File: src/rtl/spim_pkg.sv
package spim_pkg;

    typedef enum logic [1:0] {
        ST_IDLE  = 2'd0,
        ST_SHIFT = 2'd1,
        ST_DONE  = 2'd2
    } spim_state_e;

    localparam logic [7:0] OFS_CTRL = 8'h60;
    localparam logic [7:0] OFS_STAT = 8'h64;
    localparam logic [7:0] OFS_TXD  = 8'h68;
    localparam logic [7:0] OFS_RXD  = 8'h6C;
    localparam logic [7:0] OFS_SEL  = 8'h70;

    localparam int CB_LOOP   = 0;
    localparam int CB_EN     = 1;
    localparam int CB_MASTER = 2;
    localparam int CB_CPOL   = 3;
    localparam int CB_CPHA   = 4;
    localparam int CB_TXCLR  = 5;
    localparam int CB_RXCLR  = 6;
    localparam int CB_MANUAL = 7;
    localparam int CB_HOLD   = 8;
    localparam int CB_LSB    = 9;

    localparam int          CTRL_W     = 10;
    localparam logic [9:0]  CTRL_RESET = 10'h100;
    localparam logic [9:0]  CTRL_CLRS  = 10'h060;

endpackage

File: src/rtl/spim_fifo.sv
module spim_fifo #(
    parameter int W     = 8,
    parameter int DEPTH = 4
) (
    input  logic         clk,
    input  logic         rst_n,
    input  logic         clr,
    input  logic         push,
    input  logic [W-1:0] wdata,
    input  logic         pop,
    output logic [W-1:0] rdata,
    output logic         empty,
    output logic         full
);
    localparam int AW = $clog2(DEPTH);

    logic [W-1:0] mem [DEPTH];
    logic [AW:0]  wp_q, rp_q;

    always_ff @(posedge clk or negedge rst_n) begin
        if (!rst_n) begin
            wp_q <= '0;
            rp_q <= '0;
        end else if (clr) begin
            wp_q <= '0;
            rp_q <= '0;
        end else begin
            if (push) wp_q <= wp_q + 1'b1;
            if (pop)  rp_q <= rp_q + 1'b1;
        end
    end

    always_ff @(posedge clk) begin
        if (push && !clr) mem[wp_q[AW-1:0]] <= wdata;
    end

    assign rdata = mem[rp_q[AW-1:0]];
    assign empty = (wp_q == rp_q);
    assign full  = (wp_q[AW] != rp_q[AW]) && (wp_q[AW-1:0] == rp_q[AW-1:0]);

    AST_NO_OVERFLOW: assert property (@(posedge clk) disable iff (!rst_n)
        (push && !clr) |-> !full);
    AST_NO_UNDERFLOW: assert property (@(posedge clk) disable iff (!rst_n)
        (pop && !clr) |-> !empty);

endmodule

File: src/rtl/spim_shifter.sv
module spim_shifter
    import spim_pkg::*;
#(
    parameter int W        = 8,
    parameter int HALF_DIV = 2
) (
    input  logic         clk,
    input  logic         rst_n,
    input  logic         go,
    input  logic         have_word,
    input  logic [W-1:0] tx_word,
    input  logic         cpol,
    input  logic         cpha,
    input  logic         lsb_first,
    input  logic         loop_en,
    input  logic         miso,
    output logic         take,
    output logic         busy,
    output logic         done,
    output logic [W-1:0] rx_word,
    output logic         sck,
    output logic         mosi
);
    localparam int HW = $clog2(HALF_DIV) + 1;
    localparam int EW = $clog2(2 * W);
    localparam int BW = $clog2(W);

    spim_state_e  state_q, state_d;
    logic [HW-1:0] hcnt_q;
    logic [EW-1:0] ecnt_q;
    logic [BW-1:0] bit_q, pos;
    logic [W-1:0]  txw_q, rxw_q;
    logic          sck_q, tick, last, lead, sample_now, advance, din;

    assign tick       = (hcnt_q == HW'(HALF_DIV - 1));
    assign last       = (ecnt_q == EW'(2 * W - 1));
    assign lead       = ~ecnt_q[0];
    assign sample_now = (lead != cpha);
    assign advance    = cpha ? (lead && (ecnt_q != '0)) : (!lead && !last);
    assign pos        = lsb_first ? bit_q : (BW'(W - 1) - bit_q);
    assign mosi       = txw_q[pos];
    assign din        = loop_en ? mosi : miso;
    assign take       = (state_q == ST_IDLE) && go && have_word;

    // next state
    always_comb begin
        state_d = state_q;
        unique case (state_q)
            ST_IDLE:  if (go && have_word) state_d = ST_SHIFT;
            ST_SHIFT: if (tick && last)    state_d = ST_DONE;
            ST_DONE:  state_d = ST_IDLE;
            default:  state_d = ST_IDLE;
        endcase
    end

    // state register
    always_ff @(posedge clk or negedge rst_n) begin
        if (!rst_n) state_q <= ST_IDLE;
        else        state_q <= state_d;
    end

    // datapath and outputs
    always_ff @(posedge clk or negedge rst_n) begin
        if (!rst_n) begin
            sck_q  <= 1'b0;
            hcnt_q <= '0;
            ecnt_q <= '0;
            bit_q  <= '0;
            txw_q  <= '0;
            rxw_q  <= '0;
        end else begin
            unique case (state_q)
                ST_IDLE: begin
                    sck_q  <= cpol;
                    hcnt_q <= '0;
                    ecnt_q <= '0;
                    bit_q  <= '0;
                    if (take) txw_q <= tx_word;
                end
                ST_SHIFT: begin
                    if (tick) begin
                        hcnt_q <= '0;
                        sck_q  <= ~sck_q;
                        ecnt_q <= ecnt_q + 1'b1;
                        if (sample_now) rxw_q[pos] <= din;
                        if (advance)    bit_q <= bit_q + 1'b1;
                    end else begin
                        hcnt_q <= hcnt_q + 1'b1;
                    end
                end
                default: ;
            endcase
        end
    end

    assign busy    = (state_q != ST_IDLE);
    assign done    = (state_q == ST_DONE);
    assign rx_word = rxw_q;
    assign sck     = (state_q == ST_SHIFT) ? sck_q : cpol;

    AST_DONE_AFTER_SHIFT: assert property (@(posedge clk) disable iff (!rst_n)
        (state_q == ST_DONE) |-> ($past(state_q) == ST_SHIFT));

endmodule

File: src/rtl/spim_ctrl.sv
module spim_ctrl
    import spim_pkg::*;
#(
    parameter int W        = 8,
    parameter int DEPTH    = 4,
    parameter int NSEL     = 4,
    parameter int HALF_DIV = 2
) (
    input  logic            clk,
    input  logic            rst_n,
    input  logic            bus_wr,
    input  logic            bus_rd,
    input  logic [7:0]      bus_addr,
    input  logic [31:0]     bus_wdata,
    output logic [31:0]     bus_rdata,
    output logic            sck,
    output logic            mosi,
    input  logic            miso,
    output logic [NSEL-1:0] ss_n,
    output logic            rx_overrun
);
    logic [CTRL_W-1:0] ctrl_q;
    logic [NSEL-1:0]   sel_q;
    logic              wr_ctrl, tx_clr, rx_clr, tx_push, rx_pop, rx_push;
    logic              tx_empty, tx_full, rx_empty, rx_full;
    logic              shf_take, shf_busy, shf_done, go;
    logic [W-1:0]      tx_head, rx_head, shf_rx;
    logic [31:0]       stat_w;

    assign wr_ctrl = bus_wr && (bus_addr == OFS_CTRL);
    assign tx_clr  = wr_ctrl && bus_wdata[CB_TXCLR];
    assign rx_clr  = wr_ctrl && bus_wdata[CB_RXCLR];
    assign tx_push = bus_wr && (bus_addr == OFS_TXD) && !tx_full;
    assign rx_pop  = bus_rd && (bus_addr == OFS_RXD) && !rx_empty;
    assign rx_push = shf_done && !rx_full;
    assign rx_overrun = shf_done && rx_full;
    assign go = ctrl_q[CB_EN] && ctrl_q[CB_MASTER] && !ctrl_q[CB_HOLD];
    assign stat_w = {27'd0, 1'b0, tx_full, tx_empty, rx_full, rx_empty};

    always_ff @(posedge clk or negedge rst_n) begin
        if (!rst_n) begin
            ctrl_q <= CTRL_RESET;
            sel_q  <= '1;
        end else if (bus_wr) begin
            if (bus_addr == OFS_CTRL) ctrl_q <= bus_wdata[CTRL_W-1:0] & ~CTRL_CLRS;
            if (bus_addr == OFS_SEL)  sel_q  <= bus_wdata[NSEL-1:0];
        end
    end

    always_ff @(posedge clk or negedge rst_n) begin
        if (!rst_n) begin
            bus_rdata <= '0;
        end else if (bus_rd) begin
            case (bus_addr)
                OFS_CTRL: bus_rdata <= 32'(ctrl_q);
                OFS_STAT: bus_rdata <= stat_w;
                OFS_RXD:  bus_rdata <= rx_empty ? 32'd0 : 32'(rx_head);
                OFS_SEL:  bus_rdata <= 32'(sel_q);
                default:  bus_rdata <= '0;
            endcase
        end
    end

    assign ss_n = (ctrl_q[CB_MANUAL] || shf_busy) ? sel_q : '1;

    spim_fifo #(.W(W), .DEPTH(DEPTH)) u_txq (
        .clk(clk), .rst_n(rst_n), .clr(tx_clr), .push(tx_push), .wdata(bus_wdata[W-1:0]),
        .pop(shf_take), .rdata(tx_head), .empty(tx_empty), .full(tx_full));

    spim_fifo #(.W(W), .DEPTH(DEPTH)) u_rxq (
        .clk(clk), .rst_n(rst_n), .clr(rx_clr), .push(rx_push), .wdata(shf_rx),
        .pop(rx_pop), .rdata(rx_head), .empty(rx_empty), .full(rx_full));

    spim_shifter #(.W(W), .HALF_DIV(HALF_DIV)) u_shf (
        .clk(clk), .rst_n(rst_n), .go(go), .have_word(!tx_empty), .tx_word(tx_head),
        .cpol(ctrl_q[CB_CPOL]), .cpha(ctrl_q[CB_CPHA]), .lsb_first(ctrl_q[CB_LSB]),
        .loop_en(ctrl_q[CB_LOOP]), .miso(miso), .take(shf_take), .busy(shf_busy),
        .done(shf_done), .rx_word(shf_rx), .sck(sck), .mosi(mosi));

    AST_HOLD_KEEPS_IDLE: assert property (@(posedge clk) disable iff (!rst_n)
        (!shf_busy && ctrl_q[CB_HOLD]) |=> !shf_busy);
    AST_OVERRUN_KEEPS_DATA: assert property (@(posedge clk) disable iff (!rst_n)
        (rx_overrun && !rx_clr) |=> !rx_empty);
    AST_SCK_IN_FRAME: assert property (@(posedge clk) disable iff (!rst_n)
        ((sck != $past(sck)) && $stable(ctrl_q[CB_CPOL]) && !ctrl_q[CB_MANUAL])
        |-> (ss_n != '1));

endmodule

File: config.mk
export PLATFORM = sky130hd
export DESIGN_NAME = spim_ctrl
export DESIGN_NICKNAME = d
export VERILOG_FILES = /design/src/rtl/spim_pkg.sv /design/src/rtl/spim_fifo.sv /design/src/rtl/spim_shifter.sv /design/src/rtl/spim_ctrl.sv
export SDC_FILE = /design/constraint.sdc
export NUM_CORES = 1
export LEC_CHECK = 0
export BUFFER_PORTS_ARGS = -buffer_cell sky130_fd_sc_hd__buf_2
export CAP_MARGIN = 10
export CORE_ASPECT_RATIO = 1.4
export CORE_MARGIN = 3
export CORE_UTILIZATION = 40
export DETAILED_ROUTE_END_ITERATION = 10
export PLACE_DENSITY = 0.69
export REMOVE_ABC_BUFFERS = 1
export SYNTH_ARGS = -nofsm -noshare
export SYNTH_HDL_FRONTEND = slang
export SYNTH_SLANG_ARGS = --single-unit
File: constraint.sdc
create_clock -name clk -period 2.5 [get_ports clk]
set_input_delay 0.25 -clock clk [delete_from_list [all_inputs] [get_ports clk]]
set_output_delay 0.25 -clock clk [all_outputs]
set_load 0.02 [all_outputs]
==> metrics, run 1 <==
outcome=finished clean; CTS clk-pin slew, worst paths=0.06 ns; Core Rows=52; #FFs+latches synth=126; CP Max Fanout=13; Synth Area in Simple Gates=11.91%; gr ovfl total=0; R2R setup slack=0.44 ns; area share of xor/xnor cells in the synthesized design=1.872%; HP Class=in -> async; die area=0.01674 sq mm; number of hold-repair buffers added at the cts stage=0; relative slew slack=45.71%; crit path from=ctrl_q[9]; Post-route DRC=0; Final ANT Viol Nets=0; post-synthesis cell type count=66; slowest stage delay, CP=0.55 ns; Leak=0.002623 uW; CTS root buf=clkbuf_16; compound-cell area share of the yosys netlist=9.198%; worst skew pair latency=0.42 ns; Ys Warns=0; register area=0.003481 sq mm; Inserted Clock Buffers=17; vias in the first global route=4003; Setup violations, final=0; CP Cell Sequence=nor2b_1 > or4_1 > nor3_1 > nor2_1 > buf_2; Clock Tree Buf Depth=2; Placer Congestion=0.8938; Antenna diodes=0; MaxCap Viol Count=0; fillers=1316; CTS resizes=0; WL final=13430 um; Post-layout nets=576; Post-DP HPWL=9861 um; share of cells above drive strength 1=26.37%; DRT iter0 DRCs=297; Synth async-reset ratio=49.21%; Worst EP arrival=2.11 ns; Clock Skews=0.007477 ns; Adder-Cell Fraction of Synth Area=2.675%; main flop type after synthesis=edfxtp_1; setup TNS=0 ns; CP delay by family, top=simple AND/OR/NAND/NOR gates; Pwr Density=704.4 mW/mm^2; Worst setup SP type=register; mapped cell area=0.006081 sq mm; Die Y-Extent=151.9 um; total power=4953 uW; Final Hold Viols=0; Critical Path End Type=output pin; DR vias/cell=5.467; io pins=84; worst IR drop on VDD=0.0004421 V; mux contribution to synthesized area=12.18%; drt pass-1 iters=5; Final Cycle Share=94.58%; post-synthesis sequential area ratio=57.22%; footprint of the multi-input gates=0.002384 sq mm; cell count after synthesis=462; largest net degree at the start of global routing=63; Critical R2R Launch=u_shf.state_q[1]; GRT Util Overall=17.09%; initial core utilization=41.35%; worst-margin pin slew=0.8144 ns; TritonCTS clock tree=done; htree depth=4; wire length of the first global-routing pass=21420 um; antenna violations before repair=0; Min Clock Period, post-route=2.365 ns; die width=110.2 um; syn avg cell area=13.16 sq um; Crit Path Class=reg -> out; setup bufs post-CTS=0; Reg2Reg Capture Point=u_rxq.mem[2][3]; RSZ-0062 raised after global routing=no; Max Transition Viols Final=0; DR WL/cell=18.66 um; r2r worst-path depth=4; worst path bufs/invs=1; largest family of logic cells by synthesized area=multiplexers; Layout area overhead=15.64%; I/O Buffers=39; vias post-DR=3936; CP required=2.25 ns; number of flops mapped to enable cells by yosys=64; Core ar.=0.01470 sq mm; Slowest-stage cell, CP=or4_1; CTS Sinks=126; FMAX=422.9 MHz
## through the flow
stage,std cells,util [%],instance area (sq um),hold WS (ns),setup slack [ns]
4_1_cts,720,47.81,7030,0.02412,0.02134
6_report,720,47.82,7032,0.01095,0.1355
2_1_floorplan,445,-,5923,-0.04559,0.2616
3_5_place_dp,688,43.98,6467,0.4687,0.3732
5_1_grt,720,47.82,7032,0.06804,0.01033
3_3_place_gp,688,43.98,6467,0.4608,0.4470
## cell usage in the layout, fill, tap and decap left out, types with 9 or more instances in the layout
master     instances
buf_4             15
nor3_1            12
mux2_2            22
mux4_2            17
nor2_1            20
conb_1            22
buf_2             39
o21ai_0           20
clkbuf_16         17
mux2i_1           11
nor2b_1            9
a21oi_1           16
and2_1            10
edfxtp_1          64
ha_1              13
dfrtp_1           56
inv_1             15
nand2_1           14
## layout make-up
class                      count  share of cell area (%)
clock buffer                  19                   6.157
clock inverter                13                   1.851
inverter                      16                  0.8541
multi-input combinational    303                   33.90
sequential                   126                   49.50
tap                          189                   3.363
timing repair buffer          54                   4.377
## where the power goes
part | switching, uW | total [uW] | internal (uW)
combinational | 227 | 361 | 134
clock | 955 | 2340 | 1390
sequential | 38.1 | 2250 | 2210
total | 1220 | 4950 | 3730
## per-layer routing
layer  share of wire, %  GRT usage (%)  routed length (um)  up-vias
li1                   -              -                   -     1826
met1                 40          20.43                5334     1956
met2                 51          28.47                6910      129
met3                5.7          4.542                 772       25
met4                3.1          7.629                 414        0
met5                  0              0                   0        -
## worst max-delay path by stage
stage,to,slack (ns),depth (start not counted)
after floorplan,u_txq.mem[3][0],0.26,3
final,mosi,0.14,5
after global routing,mosi,0.01,5
after CTS,mosi,0.02,5
after detailed placement,u_rxq.mem[1][3],0.37,5
after global placement,u_shf.rx_word[5],0.45,4
## sequential cells by signal, indices dropped and copies added, names as in the netlist
name           count
u_shf.txw_q        8
u_shf.rx_word      8
u_shf.bit_q        3
u_rxq.wp_q         3
u_txq.rp_q         3
u_txq.wp_q         3
u_rxq.mem         32
u_shf.hcnt_q       2
u_shf.state_q      2
u_txq.mem         32
u_shf.sck_q        1
bus_rdata         10
sel_q              4
ctrl_q             8
u_rxq.rp_q         3
u_shf.ecnt_q       4
## Yosys cell counts (5+ instances only)
cell type / count / area share, %
edfxtp_1: 64 / 32
dfrtp_1: 57 / 23
buf_4: 22 / 2.7
mux2_2: 22 / 4.1
nor2_1: 20 / 1.2
o21ai_0: 20 / 1.6
mux4_2: 17 / 6.3
a21oi_1: 16 / 1.3
inv_1: 15 / 0.93
nand2_1: 14 / 0.86
ha_1: 13 / 2.7
nor3_1: 12 / 0.99
mux2i_1: 11 / 1.8
and2_1: 10 / 1.0
buf_2: 9 / 0.74
nor2b_1: 9 / 0.93
o2bb2ai_1: 8 / 1.2
a31oi_1: 7 / 0.72
nand3_1: 7 / 0.58
o31ai_1: 7 / 0.86
xnor2_1: 7 / 1.0
clkbuf_1: 6 / 0.37
nand3b_1: 6 / 0.74
xor2_1: 6 / 0.86
dfstp_2: 5 / 2.2
nand4_1: 5 / 0.51
or2_2: 5 / 0.51
or4_1: 5 / 0.62
## worst reg2reg max path: stages, from the launching register on
cell and delay [ns]:
dfrtp_1 0.65, nand2b_1 0.16, a31oi_1 0.20, nor2b_1 0.23
and2_1 0.45
## cells by family (layout without fill, tap and decap cells)
logic type | count (synthesis) | in the layout
simple gates | 122 | 122
flops | 126 | 126
compound gates | 83 | 83
fa+ha+maj | 13 | 13
xor+xnor | 13 | 13
buf+inv | 54 | 102
mux | 50 | 50
other cells | 1 | 22
(Power assumes the default switching activity.)
==> inputs of run 2 (changes only) <==
Settings changed: ABC_AREA from default to 1.
==> metrics, run 2 <==
post-synthesis cell type count=45 (-32%); vias in the first global route=4173 (+4.2%); top post-synthesis cells by count=110 x nand2_1, 80 x nor2_1, 64 x edfxtp_1, 60 x inv_1, 57 x dfrtp_1; CP required=2.25 ns (about the same); FMAX=456.6 MHz (+8.0%); number of flops mapped to enable cells by yosys=64 (unchanged); main flop type after synthesis=edfxtp_1; Post-layout nets=739 (+28%); Adder-Cell Fraction of Synth Area=2.681% (+0.0061 points); Final Non-Filler Cells=883 (+23%); outcome=finished clean; CP Max Fanout=9 (-4); Inserted Clock Buffers=17 (unchanged); compound-cell area share of the yosys netlist=9.590% (+0.39 points); Reg2Reg Capture Point=u_txq.mem[1][4]; Max Transition Viols Final=0 (unchanged); die width=110.1 um (-0.11%); Clock Skews=0.006384 ns (-0.001093 ns); Min Clock Period, post-route=2.190 ns (-0.1744 ns); DR vias/cell=4.990 (-8.7%); Core ar.=0.01464 sq mm (-0.44%); Crit Path Class=reg -> out; DRT iter0 DRCs=315 (+6.1%); mux contribution to synthesized area=0% (-12 points); most common cell in the synthesized netlist=nand2_1; Synth area leader=edfxtp_1; Critical Path End Type=output pin; RSZ-0062 raised after global routing=no; worst-margin pin slew=0.6405 ns (-0.1738 ns); #FFs+latches synth=126 (unchanged); Final Cell Area=0.007089 sq mm (+0.82%); gr ovfl total=0 (unchanged); DR WL/cell=14.74 um (-21%); mapped cell area=0.006067 sq mm (-0.23%); Final Cycle Share=87.60% (-7.0 points); cell count after synthesis=624 (+35%); setup TNS=0 ns (unchanged); post-synthesis sequential area ratio=57.35% (+0.13 points); CP delay by family, top=flip-flops; htree depth=4 (unchanged); Util after Layout=48.43% (+0.61 points); worst hold path cell count=3; CTS root buf=clkbuf_16; worst hold path startpoint=bus_wdata[9]; I/O Buffers=39 (unchanged); Worst Hold Path EP=ctrl_q[9]; GRT Util Overall=16.34% (-0.76 points); Ys Warns=0 (unchanged); worst path bufs/invs=1 (unchanged); most frequent cells in the layout=110 x nand2_1, 80 x nor2_1, 64 x edfxtp_1; Final ANT Viol Nets=0 (unchanged); antenna violations before repair=0 (unchanged); Antenna diodes=0 (unchanged); Synth async-reset ratio=49.21% (unchanged); Die Y-Extent=151.7 um (-0.11%); initial core utilization=41.44% (+0.090 points); Placer Congestion=0.8141 (-8.9%); vias post-DR=4406 (+12%); TritonCTS clock tree=done; HP Class=in -> reg; die area=0.01670 sq mm (-0.22%); relative slew slack=57.30% (+12 points); Worst setup SP type=register; dpl cell area=0.006430 sq mm (-0.58%); Final Hold Viols=0 (unchanged); R2R setup slack=0.56 ns (+0.12 ns); area share of xor/xnor cells in the synthesized design=1.732% (-0.14 points); Worst EP arrival=1.94 ns (-0.17 ns); CTS clk-pin slew, worst paths=0.06 ns (about the same); Pwr Density=743.9 mW/mm^2 (+5.6%); total power=5274 uW (+6.5%); worst IR drop on VDD=0.0004397 V (-0.53%); slowest stage delay, CP=0.52 ns (-0.03 ns); Synth area leaders=edfxtp_1 32%, dfrtp_1 24%, nand2_1 6.8%; io pins=84 (unchanged); most common cell after layout, fill and taps aside=nand2_1; share of cells above drive strength 1=18.44% (-7.9 points); Slowest-stage cell, CP=dfrtp_1; crit path from=u_rxq.rp_q[1]; Setup violations, final=0 (unchanged); worst skew pair latency=0.41 ns (about the same); Synth top area share=31.68% (+0.072 points); MaxCap Viol Count=0 (unchanged); drt pass-1 iters=5 (unchanged); WL final=13010 um (-3.1%); wire length of the first global-routing pass=20710 um (-3.3%); r2r worst-path depth=6 (+2); Post-route DRC=0 (unchanged); Core Rows=52 (unchanged); setup bufs post-CTS=0 (unchanged); placed insts=850 (+24%); Synth Area in Simple Gates=19.92% (+8.0 points); fillers=1306 (-0.76%); Layout area overhead=16.85%; Post-DP HPWL=9320 um (-5.5%); Critical R2R Launch=u_txq.rp_q[1]; CTS Sinks=126 (unchanged); CP Cell Sequence=xnor2_1 > nand3_1 > nor3_1 > buf_2; Leak=0.003094 uW (+18%); largest family of logic cells by synthesized area=simple AND/OR/NAND/NOR gates; largest net degree at the start of global routing=26 (-59%); syn avg cell area=9.723 sq um (-26%); Clock Tree Buf Depth=2 (unchanged)
==> run 2: worst min-delay path, stage by stage <==
cell and delay (ns):
buf_2 0.08, nand2_1 0.04, o21ai_0 0.05
==> run 2: report_power, final <==
group          switching [uW]  leakage (uW)  internal (uW)
Sequential               34.2       0.00143           2210
Combinational             257       0.00135            114
Clock                     910      0.000309           1750
Total                    1200       0.00309           4070
==> run 2: metal layers <==
layer  part of all wire (%)  up-vias  track usage [%]
met5                      0        -                0
li1                       -     2157                -
met1                     40     2098            18.80
met3                    4.9       21            3.264
met4                    2.0        0            7.174
met2                     53      130            28.98
==> run 2: cell families (layout without fill, tap and decap cells) <==
kind of cell / Yosys count / count (layout)
AOI/OAI and AO/OA: 95 / 95
xor gates and xnor gates: 12 / 12
adders and majority gates: 13 / 13
buffers and inverters: 106 / 155
DFF: 126 / 126
other: 1 / 22
and+or+nand+nor: 271 / 271
==> run 2: worst max path at each step <==
stage	endpoint	slack [ns]	depth (start not counted)
finish	rx_overrun	0.31	4
CTS	rx_overrun	0.31	4
global placement	u_txq.mem[0][4]	0.64	6
global route	rx_overrun	0.18	4
detailed placement	u_txq.mem[1][7]	0.58	6
floorplan	u_rxq.mem[0][0]	0.57	6
==> run 2: layout make-up <==
type                       count  area [sq um]  share of cell area [%]
timing repair buffer          53         315.3                   4.448
sequential                   126          3480                   49.08
clock buffer                  20         466.7                   6.583
multi-input combinational    413          2141                   30.20
clock inverter                12         182.7                   2.577
tap                          189         236.5                   3.336
inverter                      70         267.8                   3.777
==> run 2: through the flow <==
step                hold slack (ns)  worst slack [ns]
floorplan                  -0.04559            0.5679
global placement             0.2928            0.6407
detailed placement           0.2988            0.5843
CTS                         0.04425            0.3092
global route                0.06424            0.1755
finish                      0.05565            0.3099
==> run 2: timing repair <==
action                     in CTS  in global routing
resized for setup               0                  0
setup endpoints to repair       0                  0
hold endpoints to repair       22                  0
hold buffers                    1                  0
==> inputs of run 3 (changes only) <==
Settings changed: SYNTH_HIERARCHICAL from default to 1.
==> metrics, run 3 <==
Crit path top cell by count=nand2_1; Synth area leader=edfxtp_1; net switching power=1235 uW (+2.8%); CTS clk-pin slew, worst paths=0.06 ns (about the same); io pins=84 (unchanged); top post-synthesis cells by count=192 x nand2_1, 84 x inv_1, 64 x edfxtp_1, 57 x dfrtp_1, 54 x nand3_1; wire length of the first global-routing pass=20800 um (+0.43%); Ys Warns=6 (+6); RSZ-0062 raised after global routing=no; Clk pwr share=49.7% (-0.8 points); most common cell in the synthesized netlist=nand2_1; CP Max Fanout=7 (-2); GRT Util Overall=15.35% (-0.98 points); Crit Path Class=reg -> out; number of hold-repair buffers added at the cts stage=0 (-1); CP Cell Sequence=inv_1 > nand2_1 > nand2_2 > nand2_1 > nand3_1 > nand2_1 > nand2_2 > nand2_1 > buf_2; slowest stage delay, CP=0.58 ns (+0.06 ns); drt pass-1 iters=4 (-1); htree depth=4 (unchanged); placed insts=909 (+6.9%); Clock Skews=0.006331 ns (-0.00005298 ns); Final Non-Filler Cells=941 (+6.6%); HP Class=in -> async; Synth area leaders=edfxtp_1 31%, dfrtp_1 23%, nand2_1 11%; Clock Tree Buf Depth=2 (unchanged); DR WL/cell=13.41 um (-9.0%); vias post-DR=4452 (+1.0%); Critical R2R Launch=u_txq/rp_q[1]; gr ovfl total=0 (unchanged); Critical Path End Type=output pin; outcome=finished clean; Post-layout nets=794 (+7.4%); setup bufs post-CTS=0 (unchanged); Placer Congestion=0.8375 (+2.9%); Gate power share=8.2% (+1.2 points); Int Pwr=4116 uW (+1.1%); antenna violations before repair=0 (unchanged); post-synthesis sequential area ratio=55.46% (-1.9 points); most frequent cells in the layout=192 x nand2_1, 84 x inv_1, 64 x edfxtp_1; #FFs+latches synth=126 (unchanged); CP required=2.25 ns (about the same); DR vias/cell=4.731 (-5.2%); most common cell after layout, fill and taps aside=nand2_1; Final Cycle Share=92.16% (+4.6 points); DRT iter0 DRCs=316 (+0.32%); I/O Buffers=39 (unchanged); main flop type after synthesis=edfxtp_1; Post-route DRC=0 (unchanged); worst-margin pin slew=0.7916 ns (+0.1511 ns); CTS Sinks=126 (unchanged); worst skew pair latency=0.41 ns (about the same); syn avg cell area=9.239 sq um (-5.0%); total power=5351 uW (+1.5%); mapped cell area=0.006274 sq mm (+3.4%); Worst setup SP type=register; Seq pwr share=42.2% (-0.3 points); Core ar.=0.01519 sq mm (+3.7%); die width=111.8 um (+1.6%); CP delay by family, top=simple AND/OR/NAND/NOR gates; FMAX=434.0 MHz (-4.9%); crit path from=ctrl_q[9]; Util after Layout=47.62% (-0.80 points); Sw Ratio=23.08% (+0.30 points); Setup violations, final=0 (unchanged); cell count after synthesis=679 (+8.8%); CTS root buf=clkbuf_16; number of flops mapped to enable cells by yosys=64 (unchanged); Inserted Clock Buffers=17 (unchanged); Pwr Density=739.9 mW/mm^2 (-0.54%); Antenna diodes=0 (unchanged); Max Transition Viols Final=0 (unchanged); initial core utilization=41.31% (-0.13 points); post-synthesis cell type count=34 (-24%); die area=0.01724 sq mm (+3.2%); Post-DP HPWL=9059 um (-2.8%); relative slew slack=47.23% (-10 points); Synth top area share=30.63% (-1.0 points); Final ANT Viol Nets=0 (unchanged); Leak=0.003308 uW (+6.9%); MaxCap Viol Count=0 (unchanged); vias in the first global route=4265 (+2.2%); Slowest-stage cell, CP=dfrtp_1; TritonCTS clock tree=done; WL final=12620 um (-3.0%); Final Hold Viols=0 (unchanged); CTS resizes=0 (unchanged); Min Clock Period, post-route=2.304 ns (+0.1138 ns); Synth async-reset ratio=49.21% (unchanged); worst IR drop on VDD=0.0004110 V (-6.5%); Hold WS=0.004532 ns (-0.05112 ns); worst path bufs/invs=2 (+1); share of cells above drive strength 1=16.29% (-2.2 points); Die Y-Extent=154.2 um (+1.6%); Worst EP arrival=2.05 ns (+0.11 ns); Layout area overhead=15.28%; Core Rows=53 (+1.9%); largest net degree at the start of global routing=63 (+140%)
run 3: worst register-to-register path: stages, from the launching register on:
cell     delay [ns]
dfrtp_2        0.51
inv_4          0.11
nand2_1        0.08
nand2_1        0.05
nand2_1        0.09
nor2_1         0.07
nor2_1         0.12
nand3_1        0.07
nor4_1         0.26
buf_4          0.19
nand2_1        0.10
nor2_1         0.10
buf_4          0.19
run 3: power by group through the flow:
stage	Clock, uW	Combinational (uW)	Sequential, uW
after CTS	2700	441	2260
after floorplan	0	264	2310
after global placement	0	432	2300
final	2660	436	2260
after detailed placement	0	438	2300
after global routing	2790	496	2260
run 3: cell families (layout without fill, tap and decap cells):
kind of cell    Yosys count  count (layout)  share of synthesized area (%)
simple gates            315             315                          21.58
buf+inv                 134             183                          11.01
flops                   126             126                          55.46
compound gates           82              82                          7.938
fa+ha+maj                13              13                          2.593
xor+xnor                  8               8                          1.356
other cells               1              22                        0.05978
run 3: final cells by class:
type | count | area [sq um]
clock inverter | 15 | 219.0
tap | 192 | 240.2
sequential | 126 | 3481
inverter | 95 | 361.6
multi-input combinational | 440 | 2182
timing repair buffer | 56 | 322.8
fill | 1409 | 7954
clock buffer | 17 | 425.4
run 3: per-layer routing:
metal  global-route usage (%)  up-vias  routed length [um]
met5                        0        -                   0
met4                    5.855        0                 208
met3                    3.288       17                 470
met2                    27.79       96                6695
met1                    17.65     2062                5244
li1                         -     2277                   -
run 3: through the flow:
step / TNS [ns] / setup WS, ns / instance area [sq um]
after global routing: 0 / 0.03528 / 7232
after CTS: 0 / 0.09964 / 7231
final: 0 / 0.1961 / 7232
after global placement: 0 / 0.1241 / 6586
after detailed placement: 0 / 0.1245 / 6586
after floorplan: -2.063 / -0.07075 / 6023
run 3: final timing paths:
path,end,slack (ns),cells after the start
setup / recovery,mosi,0.20,9
hold / removal,bus_rdata[0],0.005,2
setup reg to reg,u_txq/mem[1][7],0.27,12
hold reg to reg,bus_rdata[5],0.47,2
max in group asynchronous,u_txq/rp_q[1],1.93,2
min in group clk,ctrl_q[8],0.09,3
